===== src/rtl/bus_arb_pkg.sv =====
package bus_arb_pkg;

    // Who owns the shared bus in the current cycle
    typedef enum logic [1:0] {
        OWN_IDLE = 2'd0,
        OWN_PROC = 2'd1,
        OWN_HOST = 2'd2
    } owner_e;

    // A programmed limit of zero behaves as a limit of one
    function automatic int unsigned eff_limit(input int unsigned lim);
        return (lim == 0) ? 1 : lim;
    endfunction

endpackage


===== src/rtl/arb_rot_pick.sv =====
module arb_rot_pick #(
    parameter int unsigned NODES = 8,
    parameter int unsigned IDW   = $clog2(NODES)
) (
    input  logic [NODES-1:0] req_i,
    input  logic [IDW-1:0]   last_i,
    output logic             found_o,
    output logic [IDW-1:0]   win_o
);
    // Search offsets from far to near so the nearest requester after last_i wins
    always_comb begin
        found_o = 1'b0;
        win_o   = '0;
        for (int k = NODES; k >= 1; k--) begin
            int idx;
            idx = int'(last_i) + k;
            if (idx >= int'(NODES)) idx = idx - int'(NODES);
            if (req_i[idx]) begin
                found_o = 1'b1;
                win_o   = IDW'(idx);
            end
        end
    end
endmodule


===== src/rtl/arb_hold_timer.sv =====
module arb_hold_timer #(
    parameter int unsigned CW = 4
) (
    input  logic          clk,
    input  logic          rst,
    input  logic          start_i,
    input  logic          advance_i,
    input  logic [CW-1:0] limit_i,
    output logic          expired_o
);
    import bus_arb_pkg::*;

    localparam logic [CW-1:0] CNT_MAX = {CW{1'b1}};

    logic [CW-1:0] cnt_q;

    always_ff @(posedge clk) begin
        if (rst) begin
            cnt_q <= '0;
        end else if (start_i) begin
            cnt_q <= CW'(1);
        end else if (advance_i && cnt_q != CNT_MAX) begin
            cnt_q <= cnt_q + CW'(1);
        end
    end

    assign expired_o = int'(cnt_q) >= int'(eff_limit(int'(limit_i)));

    // the count is frozen on cycles that neither start nor advance it (locked)
    a_r6_count_frozen: assert property (@(posedge clk) disable iff (rst)
        (!start_i && !advance_i) |=> (cnt_q == $past(cnt_q)));
endmodule


===== src/rtl/bus_arb_node.sv =====
module bus_arb_node #(
    parameter int unsigned NODES = 8,
    parameter int unsigned IDW   = $clog2(NODES),
    parameter int unsigned CW    = 4
) (
    input  logic             clk,
    input  logic             rst,
    input  logic [IDW-1:0]   node_id_i,
    input  logic [NODES-1:0] req_i,
    input  logic             lock_i,
    input  logic             host_req_i,
    input  logic [CW-1:0]    hold_limit_i,
    output logic             grant_o,
    output logic             host_grant_o,
    output logic             master_valid_o,
    output logic [IDW-1:0]   master_id_o
);
    import bus_arb_pkg::*;

    localparam logic [IDW-1:0] PTR_RESET = IDW'(NODES - 1);

    owner_e         owner_q, owner_d;
    logic [IDW-1:0] master_q, master_d;
    logic [IDW-1:0] last_q, last_d;

    logic           is_proc, locked, others_any, keep, expired;
    logic           pick_found, tmr_start, tmr_adv;
    logic [IDW-1:0] pick_win;
    logic [NODES-1:0] others_vec;

    assign is_proc    = (owner_q == OWN_PROC);
    assign locked     = is_proc && lock_i;
    assign others_vec = req_i & ~(NODES'(1) << master_q);
    assign others_any = |others_vec;
    assign keep       = is_proc && req_i[master_q] && (!others_any || !expired);

    arb_rot_pick #(.NODES(NODES), .IDW(IDW)) u_pick (
        .req_i   (req_i),
        .last_i  (last_q),
        .found_o (pick_found),
        .win_o   (pick_win)
    );

    arb_hold_timer #(.CW(CW)) u_timer (
        .clk       (clk),
        .rst       (rst),
        .start_i   (tmr_start),
        .advance_i (tmr_adv),
        .limit_i   (hold_limit_i),
        .expired_o (expired)
    );

    always_comb begin
        owner_d   = owner_q;
        master_d  = master_q;
        last_d    = last_q;
        tmr_start = 1'b0;
        tmr_adv   = 1'b0;
        if (locked) begin
            // atomic sequence: hold everything
        end else if (host_req_i) begin
            owner_d = OWN_HOST;
        end else if (keep) begin
            tmr_adv = 1'b1;
        end else if (pick_found) begin
            owner_d   = OWN_PROC;
            master_d  = pick_win;
            last_d    = pick_win;
            tmr_start = 1'b1;
        end else begin
            owner_d = OWN_IDLE;
        end
    end

    always_ff @(posedge clk) begin
        if (rst) begin
            owner_q  <= OWN_IDLE;
            master_q <= '0;
            last_q   <= PTR_RESET;
        end else begin
            owner_q  <= owner_d;
            master_q <= master_d;
            last_q   <= last_d;
        end
    end

    assign master_valid_o = is_proc;
    assign master_id_o    = master_q;
    assign host_grant_o   = (owner_q == OWN_HOST);
    assign grant_o        = is_proc && (master_q == node_id_i);

    // nothing owns the bus right after reset
    a_r1_reset_idle: assert property (@(posedge clk)
        rst |=> (!master_valid_o && !host_grant_o && !grant_o));

    // a locked master keeps the bus
    a_r6_lock_keeps: assert property (@(posedge clk) disable iff (rst)
        (is_proc && lock_i) |=> (master_valid_o && master_id_o == $past(master_id_o)));

    // no host grant may follow a locked cycle
    a_r8_host_waits_lock: assert property (@(posedge clk) disable iff (rst)
        (is_proc && lock_i) |=> !host_grant_o);

    // an unlocked host request wins on the next edge
    a_r7_host_wins: assert property (@(posedge clk) disable iff (rst)
        (host_req_i && !(is_proc && lock_i)) |=> (host_grant_o && !master_valid_o));

    // an expired hold under contention hands the bus on
    a_r5_fair_release: assert property (@(posedge clk) disable iff (rst)
        (is_proc && !lock_i && !host_req_i && others_any && expired)
        |=> !(master_valid_o && master_id_o == $past(master_id_o)));

    // with no request of any kind and no lock the bus goes idle
    a_r4_idle: assert property (@(posedge clk) disable iff (rst)
        (req_i == '0 && !host_req_i && !(is_proc && lock_i))
        |=> (!master_valid_o && !host_grant_o));
endmodule


===== config.mk =====
export PLATFORM = sky130hd
export DESIGN_NAME = bus_arb_node
export DESIGN_NICKNAME = d
export VERILOG_FILES = /design/src/rtl/bus_arb_pkg.sv /design/src/rtl/arb_rot_pick.sv /design/src/rtl/arb_hold_timer.sv /design/src/rtl/bus_arb_node.sv
export SDC_FILE = /design/constraint.sdc
export NUM_CORES = 1
export LEC_CHECK = 0
export BUFFER_PORTS_ARGS = -buffer_cell sky130_fd_sc_hd__buf_2
export CAP_MARGIN = 0
export CORE_MARGIN = 2
export CORE_UTILIZATION = 38
export DETAILED_ROUTE_END_ITERATION = 8
export HOLD_SLACK_MARGIN = 0.15
export PLACE_DENSITY = 0.64
export SLEW_MARGIN = 15
export SYNTH_ARGS = -nofsm -noshare
export SYNTH_HDL_FRONTEND = slang
export SYNTH_SLANG_ARGS = --single-unit

===== constraint.sdc =====
create_clock -name clk -period 4.8 [get_ports clk]
set_input_delay 0.48 -clock clk [delete_from_list [all_inputs] [get_ports clk]]
set_output_delay 0.48 -clock clk [all_outputs]
set_load 0.05 [all_outputs]

==> results by group <==
Timing
  – Fin Setup TNS: 0 ps
  – Minimum clock period: 3390 ps
  – Worst slew margin relative to its limit: 64.3%
  – Clock skew: 3.71 ps
  – Fin Hold WS: 513 ps
  – Fin. max-slew vios: 0
  – Endpoints failing setup: 0
  – Final Cycle Share: 70.6%
  – Worst-margin pin slew: 535 ps
  – Fmax: 295 MHz
  – Final Hold Fails: 0
  – RSZ-0062 raised after global routing: false

Global routing
  – First-pass GRT wire length: 5890 um
  – Gr usage total: 16.8%
  – Antenna violations before repair: 0
  – Vias in the first global route: 1,286
  – Largest net degree at the start of global routing: 16
  – GRT overflow: 0

Critical path
  – Max incr delay on CP: 650 ps
  – FF-to-FF setup slack: 1410 ps
  – Max FO, Critical Path: 14
  – Kind of critical path: reg2reg
  – Crit path arrival time: 3510 ps
  – Critical Path RT: 4920 ps
  – Critical Path, Cell by Cell: inv_1 > ha_1 > mux4_2 > mux2_4 > a311o_1 > a32o_1 > a31o_1 > a221oi_2 > o21bai_1
  – CP max stage cell: dfxtp_1
  – Setup crit start kind: flip-flop
  – RR Endpoint: last_q[1]
  – R2R Path Start: last_q[1]
  – Worst Setup End Kind: flip-flop
  – R2R cell count: 9

Clocking
  – CTS Buf Count: 3
  – Hold buffer count at cts: 0
  – Worst-path clk slew: 50 ps
  – Worst-skew pair later-pin latency: 240 ps
  – Htree depth: 1
  – CTS Sinks: 12
  – Clock Tree Buf Depth: 2
  – TritonCTS clock tree: done
  – Gates resized, CTS repair: 0
  – Setup bufs post-CTS: 0
  – CTS root buf: clkbuf_8

Power
  – Comb pwr share: 71.7%
  – Clock share of power: 10.7%
  – Flop pwr share: 17.6%
  – Worst vdd ir: 277 uV
  – Net Switching: 0.000493 W
  – Sw Ratio: 48.7%
  – PwrDens: 597 nW/um2
  – Static Leak: 0.729 nW
  – Cell Int Power: 0.000518 W

Floorplanning
  – Num rows: 22
  – Die Wd: 66.9 um
  – Core ar.: 3740 um2
  – Initial Util: 40.1%
  – Die area: 4470 um2
  – I/O pin count: 25
  – Die H: 66.9 um

Synthesis
  – Yosys warning count: 0
  – Post-Syn Nets: 202
  – Synthesized area: 1500 um2
  – Cells after Synth: 176
  – Post-synth EDFFs: 0
  – Avg Synthesized Cell Area: 8.53 um2
  – Synth area leaders: dfxtp_1 (16%), mux4_2 (15%), ha_1 (5.8%), mux2i_1 (5.3%), mux2_2 (4.5%)
  – Most frequent cell after synthesis: nand2_1
  – Yosys top cell area share: 16.0%
  – Most area-hungry cell type in the Yosys netlist: dfxtp_1
  – Sequential fraction of the synthesis area: 16.0%
  – Post-synth ARST share: 0%
  – Ys flop type: dfxtp_1
  – Netlist cell types: 47
  – #FFs+latches synth: 12
  – Most instantiated cells after synthesis: nand2_1 (14), nor2_1 (13), dfxtp_1 (12)

Finish
  – Fraction of layout cells with a size suffix above 1: 25.1%
  – Util after Layout: 45.3%
  – Fillers: 388
  – ANT cells: 0
  – Layout Nets: 222
  – Area grow syn2layout: 12.8%

Detailed routing
  – Initial DRC count: 85
  – WL final: 3430 um
  – Avg WL per Cell: 14.1 um
  – Post-route antenna net violation count: 0
  – DRC: 0
  – Via count: 1,434
  – Drt pass-1 iters: 4
  – Vias per Instance: 5.90

Placed design
  – GPL Wtd Cong: 0.847
  – DP Wirelength: 2670 um
  – Port Buf Inserts: 24

Hold path
  – End of the worst hold path: owner_q[1]
  – Hold_sp: host_req_i
  – Hold depth: 2
  – Hold WC Path Type: in2reg

Job
  – Max_cap viols: 0

Status
  – Status: completed
[metal layers]
layer	up-vias	track usage (%)	wire length, um
met1	663	25.1	1670
met4	0	3.06	57
li1	708	-	-
met2	55	25.3	1510
met5	-	0	0
met3	8	3.21	191
[worst max path at each step]
stage | from | end | slack, ps | depth (start not counted)
finish | last_q[1] | last_q[1] | 1410 | 9
global route | last_q[1] | last_q[0] | 1180 | 8
CTS | last_q[1] | last_q[1] | 1430 | 9
detailed placement | last_q[1] | last_q[1] | 1440 | 9
global placement | last_q[1] | last_q[0] | 1450 | 8
floorplan | last_q[1] | last_q[1] | 1500 | 11
[sequential cells by signal, indices dropped and copies added (netlist names)]
name and flops:
u_timer.cnt_q 4, last_q 3, master_id_o 3, owner_q 2
[power by group through the flow]
stage	Combinational [W]	Clock [W]	Sequential, W
final	0.000725	0.000109	0.000178
after global routing	0.000789	0.000118	0.000187
after CTS	0.000716	0.000112	0.000177
after detailed placement	0.000712	0	0.000179
after global placement	0.000718	0	0.000179
after floorplan	0.000598	0	0.000171
[cells in the final DEF, fill, tap and decap left out, types with 4 or more instances in the layout]
master / count
buf_2: 24
nand2_1: 14
nor2_1: 13
dfxtp_1: 12
inv_1: 10
mux4_2: 10
a21oi_1: 9
mux2i_1: 8
a31oi_1: 7
ha_1: 7
xor2_1: 6
mux2_2: 6
nand3_1: 6
nand2b_1: 5
o21ai_0: 5
nor3_1: 4
nor4_1: 4
clkbuf_8: 4
[worst max-delay path, delay by kind of cell (launching register included)]
kind | cells | cell delay [ps]
muxes | 2 | 740
AOI/OAI and AO/OA | 5 | 1160
DFF | 1 | 650
buffers and inverters | 1 | 190
adders and majority gates | 1 | 540
[final cells by class]
class                   count  area, um2  share of cell area, %
flip-flops and latches     12        240                   14.2
inverters                  10       37.5                   2.22
well taps                  48       60.1                   3.55
repair buffers             25        128                   7.53
multi-input cells         144       1170                   69.3
clock buffers               4       55.1                   3.25
[cell families (layout without fill, tap and decap cells)]
kind of cell               after synthesis  after routing  share of synthesized area (%)
AOI/OAI and AO/OA                       43             43                           20.2
xor gates and xnor gates                 9              9                           5.25
adders and majority gates                7              7                           5.83
buffers and inverters                   20             39                           5.83
DFF                                     12             12                           16.0
muxes                                   25             25                           25.8
and+or+nand+nor                         60             60                           21.1
[metrics by stage]
stage / power, W / std cells / cell area (um2) / worst slack (ps)
after detailed placement: 0.000892 / 239 / 1640 / 1440
final: 0.00101 / 243 / 1690 / 1410
after global routing: 0.00109 / 243 / 1690 / 1180
after floorplan: 0.000769 / 176 / 1500 / 1500
after global placement: 0.000897 / 239 / 1640 / 1450
after CTS: 0.00100 / 243 / 1690 / 1430
No activity file was read; power rests on OpenSTA's default activity.
